$ cat config.mk
export PLATFORM = sky130hd
export DESIGN_NAME = busStrobeGen
export DESIGN_NICKNAME = d
export VERILOG_FILES = /design/src/rtl/busStrobePkg.sv /design/src/rtl/busStrobeCtrl.sv /design/src/rtl/busStrobePath.sv /design/src/rtl/busStrobeGen.sv
export SDC_FILE = /design/constraint.sdc
export NUM_CORES = 1
export LEC_CHECK = 0
export ABC_AREA = 1
export BUFFER_PORTS_ARGS = -buffer_cell sky130_fd_sc_hd__buf_2
export CAP_MARGIN = 0
export CORE_MARGIN = 2
export CORE_UTILIZATION = 55
export CTS_BUF_LIST = sky130_fd_sc_hd__clkbuf_2 sky130_fd_sc_hd__clkbuf_4 sky130_fd_sc_hd__clkbuf_8
export CTS_CLUSTER_DIAMETER = 50
export CTS_CLUSTER_SIZE = 8
export DETAILED_ROUTE_END_ITERATION = 12
export HOLD_SLACK_MARGIN = 0.05
export PLACE_DENSITY = 0.85
export SLEW_MARGIN = 0
export SYNTH_ARGS = -nofsm -noshare
export SYNTH_HDL_FRONTEND = slang
export SYNTH_SLANG_ARGS = --single-unit
$ cat constraint.sdc
create_clock -name clk -period 2.9 [get_ports clk]
set_input_delay 0.29 -clock clk [delete_from_list [all_inputs] [get_ports clk]]
set_output_delay 0.29 -clock clk [all_outputs]
set_load 0.02 [all_outputs]
$ cat src/rtl/busStrobePkg.sv
package busStrobePkg;

  typedef enum logic [1:0] {
    SLOT_IDLE = 2'd0,
    SLOT_INT  = 2'd1,
    SLOT_EXT  = 2'd2,
    SLOT_DATA = 2'd3
  } slotKind_t;

  // strobes from control to datapath
  typedef struct packed {
    logic capture;     // last phase: datapath loads the next slot's operands
    logic driveAddr;   // put low address byte on the bus
    logic driveWdata;  // put write byte on the bus
    logic selData;     // address source is the data-cycle address
    logic highEn;      // high address byte is meaningful
  } busCtl_t;

endpackage

$ cat src/rtl/busStrobeCtrl.sv
module busStrobeCtrl
  import busStrobePkg::*;
#(
  parameter int ADDR_W   = 16,
  parameter int INT_SIZE = 16384,
  parameter int SLOT_LEN = 6,
  parameter int ALE_LEN  = 2
) (
  input  logic              clk,
  input  logic              rst,
  input  logic [ADDR_W-1:0] pc,
  input  logic              eaPin,
  input  logic              aleDisable,
  input  logic              dataReq,
  input  logic              dataWrite,
  output busCtl_t           ctl,
  output logic              ale,
  output logic              psen,
  output logic              extFetch
);

  localparam int PH_W = $clog2(SLOT_LEN);
  localparam logic [PH_W-1:0] PH_LAST    = PH_W'(SLOT_LEN - 1);
  localparam logic [PH_W-1:0] PH_ALE_END = PH_W'(ALE_LEN);
  localparam logic [PH_W-1:0] PH_TURN    = PH_W'(ALE_LEN + 1);
  localparam logic [ADDR_W-1:0] INT_BOUND = ADDR_W'(INT_SIZE);

  logic [PH_W-1:0] phase;
  slotKind_t       kind;
  slotKind_t       nextKind;
  logic            aleOff;
  logic            wrQ;

  // choose the kind of the coming slot from the inputs of the last phase
  always_comb begin
    if (dataReq)                          nextKind = SLOT_DATA;
    else if (!eaPin || (pc >= INT_BOUND)) nextKind = SLOT_EXT;
    else                                  nextKind = SLOT_INT;
  end

  always_ff @(posedge clk) begin
    if (rst) begin
      phase  <= '0;
      kind   <= SLOT_IDLE;
      aleOff <= 1'b0;
      wrQ    <= 1'b0;
    end else if (phase == PH_LAST) begin
      phase  <= '0;
      kind   <= nextKind;
      aleOff <= aleDisable;
      wrQ    <= dataWrite;
    end else begin
      phase  <= phase + 1'b1;
    end
  end

  logic inAddrHalf;
  logic inAlePhase;
  logic inStorePhase;
  logic busSlot;

  always_comb begin
    inAlePhase   = phase < PH_ALE_END;
    inAddrHalf   = phase < PH_TURN;
    inStorePhase = (phase >= PH_TURN) && (phase < PH_LAST);
    busSlot      = (kind == SLOT_EXT) || (kind == SLOT_DATA);

    ale  = inAlePhase &&
           ((kind == SLOT_EXT) || ((kind == SLOT_INT) && !aleOff));
    psen = inStorePhase && (kind == SLOT_EXT);
    extFetch = (kind == SLOT_EXT);

    ctl.capture    = (phase == PH_LAST);
    ctl.driveAddr  = busSlot && inAddrHalf;
    ctl.driveWdata = (kind == SLOT_DATA) && wrQ && !inAddrHalf;
    ctl.selData    = (kind == SLOT_DATA);
    ctl.highEn     = busSlot;
  end

endmodule

$ cat src/rtl/busStrobePath.sv
module busStrobePath
  import busStrobePkg::*;
#(
  parameter int ADDR_W = 16,
  parameter int DATA_W = 8
) (
  input  logic              clk,
  input  logic              rst,
  input  busCtl_t           ctl,
  input  logic [ADDR_W-1:0] pc,
  input  logic [ADDR_W-1:0] dataAddr,
  input  logic [DATA_W-1:0] dataWdata,
  output logic [DATA_W-1:0] busOut,
  output logic              busOe,
  output logic [ADDR_W-DATA_W-1:0] addrHigh
);

  localparam int HI_W = ADDR_W - DATA_W;

  logic [ADDR_W-1:0] pcQ;
  logic [ADDR_W-1:0] addrQ;
  logic [DATA_W-1:0] wdQ;
  logic [ADDR_W-1:0] curAddr;

  always_ff @(posedge clk) begin
    if (rst) begin
      pcQ   <= '0;
      addrQ <= '0;
      wdQ   <= '0;
    end else if (ctl.capture) begin
      pcQ   <= pc;
      addrQ <= dataAddr;
      wdQ   <= dataWdata;
    end
  end

  always_comb begin
    curAddr  = ctl.selData ? addrQ : pcQ;
    busOe    = ctl.driveAddr || ctl.driveWdata;
    if (ctl.driveAddr)       busOut = curAddr[DATA_W-1:0];
    else if (ctl.driveWdata) busOut = wdQ;
    else                     busOut = '0;
    addrHigh = ctl.highEn ? curAddr[ADDR_W-1:DATA_W] : {HI_W{1'b0}};
  end

endmodule

$ cat src/rtl/busStrobeGen.sv
module busStrobeGen
  import busStrobePkg::*;
#(
  parameter int ADDR_W   = 16,
  parameter int DATA_W   = 8,
  parameter int INT_SIZE = 16384,
  parameter int SLOT_LEN = 6,
  parameter int ALE_LEN  = 2
) (
  input  logic              clk,
  input  logic              rst,
  input  logic [ADDR_W-1:0] pc,
  input  logic              eaPin,
  input  logic              aleDisable,
  input  logic              dataReq,
  input  logic              dataWrite,
  input  logic [ADDR_W-1:0] dataAddr,
  input  logic [DATA_W-1:0] dataWdata,
  output logic              ale,
  output logic              psen,
  output logic [DATA_W-1:0] busOut,
  output logic              busOe,
  output logic [ADDR_W-DATA_W-1:0] addrHigh,
  output logic              extFetch
);

  busCtl_t ctl;

  busStrobeCtrl #(
    .ADDR_W  (ADDR_W),
    .INT_SIZE(INT_SIZE),
    .SLOT_LEN(SLOT_LEN),
    .ALE_LEN (ALE_LEN)
  ) u_ctrl (
    .clk       (clk),
    .rst       (rst),
    .pc        (pc),
    .eaPin     (eaPin),
    .aleDisable(aleDisable),
    .dataReq   (dataReq),
    .dataWrite (dataWrite),
    .ctl       (ctl),
    .ale       (ale),
    .psen      (psen),
    .extFetch  (extFetch)
  );

  busStrobePath #(
    .ADDR_W(ADDR_W),
    .DATA_W(DATA_W)
  ) u_path (
    .clk      (clk),
    .rst      (rst),
    .ctl      (ctl),
    .pc       (pc),
    .dataAddr (dataAddr),
    .dataWdata(dataWdata),
    .busOut   (busOut),
    .busOe    (busOe),
    .addrHigh (addrHigh)
  );

endmodule

==> run_results.csv <==
group,metric,value,unit
setup_path,regToRegSetupSlack,1.32,ns
timing,clock.fmax,444,MHz
setup_path,crit_fanout,11,
timing,final_critical_path_required_period,2.25,ns
global_routing,grt_max_degree,47,
timing,finalCritPeriodShare,77.6,%
timing,worst_slack,0.649,ns
yosys,ys_seq_area_share,44.8,%
route,num_vias,2056,
yosys,yosys_register_bits,47,
setup_path,critical_path.endpoint_type,"output port",
clock_tree,cts_setup_buffers,0,
clock_tree,hold_buffers,0,
route,firstDrtPassIters,5,
placement,place_worst_setup_slack,1.00,ns
yosys,post_syn_nets,353,
clock_tree,max-clock-path-buffers,2,
route,remaining_drc_errors,0,
yosys,synth.top_cell.area_share,44.8,%
route,antenna_violating_nets_post_route,0,
power_and_ir_drop,leak,1.18,nW
placement,gpl_congestion,0.787,
clock_tree,cts_resized,0,
floorplanning,die_w,65.8,um
finish,layout_common_cells,"nor2_1 (96), buf_2 (65), nand2_1 (56)",
global_routing,globalRouteTotalUtil,24.2,%
global_routing,first_global_vias,1842,
floorplanning,core_area,3660,um2
yosys,synth_cells,304,
clock_tree,numClockSinks,47,
setup_path,timing.critical_path.required,2.61,ns
timing,fin_tns_setup,0,ns
global_routing,number_of_antenna_violations_at_the_first_check_in_global_routing,0,
global_routing,grt_most_used_layer,"met2",
timing,finalHoldViolations,0,
clock_tree,worstSkewPairLatency,0.30,ns
clock_tree,cts.reportedPaths.clkPinSlew,0.08,ns
floorplanning,area_of_the_die,4330,um2
placement,buffer_ports.inserted,65,
floorplanning,start_util,57.3,%
yosys,syn_avg_cell_area,6.91,um2
setup_path,crit_path_end,"busOut[2]",
route,wl,4680,um
timing,finalSetupViolCount,0,
clock_tree,cts_made_buffers,5,
clock_tree,htreeDepth,2,
power_and_ir_drop,cell_pwr_density,477,nW/um2
timing,final-max-slew-violation-count,0,
global_routing,gr-usage-met1,31.6,%
setup_path,reg2reg_from,"u_ctrl.phase[1]",
finish,drive_gt1_share,22.0,%
yosys,most_area_consuming_cells_after_synthesis,"dfxtp_1 (45%), nor2_1 (17%), nand2_1 (10%), o21ai_0 (8.8%), nand3_1 (5.7%)",
yosys,post-synth-top-area-cell,"dfxtp_1",
clock_tree,cts-root-buf,"clkbuf_8",
setup_path,worstReg2RegEnd,"u_path.addrQ[3]",
setup_path,worstRegToRegCells,7,
finish,fin_nets,412,
finish,most_common_cell_after_layout_fill_and_taps_aside,"nor2_1",
floorplanning,dieHeight,65.8,um
flow_run,max_cap_viol_count,0,
timing,clock-skew-final,0.00503,ns
power_and_ir_drop,power.ir.vdd_worst,0.000333,V
setup_path,element_type_at_the_critical_path_start,"flip-flop",
finish,areaGrowthSynthToFinish,18.1,%
placement,dpl.hpwl,3360,um
global_routing,grt_use_met2,38.9,%
yosys,synth.lib_cells_used.distinct,18,
worst_hold_path,hold_class,"in -> reg",
global_routing,grt_overflow,0,
route,routedWlPerCell,11.4,um
setup_path,crit_type,"reg -> out",
route,initialDrtViolationCount,121,
setup_path,worstPathArrival,1.96,ns
yosys,mappedNetlistArea,2100,um2
finish,post-route-util,67.7,%
global_routing,use_met3,5.28,%
floorplanning,rows,22,
run_status,run_status,"complete, no violations",
placement,dpl-instance-area,2390,um2
clock_tree,tritoncts_clock_tree,"yes",
timing,tightest_slew,1.05,ns
floorplanning,ioPinCount,66,
global_routing,global_route_wire_length_before_repair,8000,um
yosys,ys.warnings.count,0,
timing,slew_headroom,30.0,%
timing,setup_repair_after_global_routing_missed_its_margin,"no",
setup_path,setup.worst_path.start,"u_ctrl.kind[0]",
finish,antenna_cells_inserted,0,
route,via_per_inst,5.00,
finish,finish.instance_area,2480,um2
cells by family after synthesis:
kind of cell | share of synthesized area, %
buf+inv | 7.51
flops | 44.8
compound gates | 11.6
fa+ha+maj | 1.79
simple gates | 34.3
critical path: stages, from the launching register on:
cell     delay (ns)
dfxtp_1        0.54
nand2_1        0.32
nor2_2         0.40
nand3_1        0.14
nand2_1        0.10
buf_2          0.16
routing by layer:
layer	vias up	share of wire [%]
li1	1081	-
met1	901	45
met2	63	48
met3	11	5.7
met4	0	2.0
met5	-	0
registers in the layout, summed over array words and instances, names as in the netlist:
| signal | flops |
|---|---|
| u_path.addrQ | 16 |
| u_path.pcQ | 16 |
| u_path.wdQ | 8 |
| u_ctrl.phase | 3 |
| u_ctrl.kind | 2 |
| u_ctrl.aleOff | 1 |
| u_ctrl.wrQ | 1 |
cells in the mapped netlist:
cell type  number
clkbuf_1        4
ha_1            3
nand2_1        56
nor2_1         96
a21oi_1         3
inv_1           8
nand2_2         1
o21ai_0        37
buf_4           5
clkinv_1        1
buf_2           3
nor2_4          1
nand3_1        24
o21ai_1         7
dfxtp_1        47
o21bai_1        1
nor2_2          2
buf_6           5
area by class of cell:
type,count,area [um2]
well taps,48,60.1
inverters,9,33.8
multi-input cells,231,1000
clock inverters,1,5.00
fillers,338,1180
repair buffers,69,355
flip-flops and latches,47,941
clock buffers,6,82.6
report_power, final:
part / internal [mW] / leakage, nW / switching (mW)
registers: 0.665 / 0.380 / 0.0150
logic: 0.0502 / 0.756 / 0.0655
clock network: 0.187 / 0.0470 / 0.199
stage by stage:
stage / power, mW / cells / hold WS, ns
floorplan: 0.767 / 304 / 0.435
global placement: 0.807 / 404 / 0.463
detailed placement: 0.811 / 404 / 0.474
CTS: 1.19 / 411 / 0.226
global route: 1.23 / 411 / 0.231
finish: 1.18 / 411 / 0.228
how the worst min path moves through the flow:
stage	from	endpoint	slack [ns]	cells past startpoint
after floorplan	dataAddr[8]	u_path.addrQ[8]	0.44	2
after global placement	u_path.addrQ[14]	u_path.addrQ[14]	0.46	2
after detailed placement	u_path.addrQ[13]	u_path.addrQ[13]	0.47	2
after CTS	pc[4]	u_path.pcQ[4]	0.23	3
after global routing	pc[2]	u_path.pcQ[2]	0.23	3
final	pc[4]	u_path.pcQ[4]	0.23	3
Note: power is estimated with default switching activity, not from simulation.
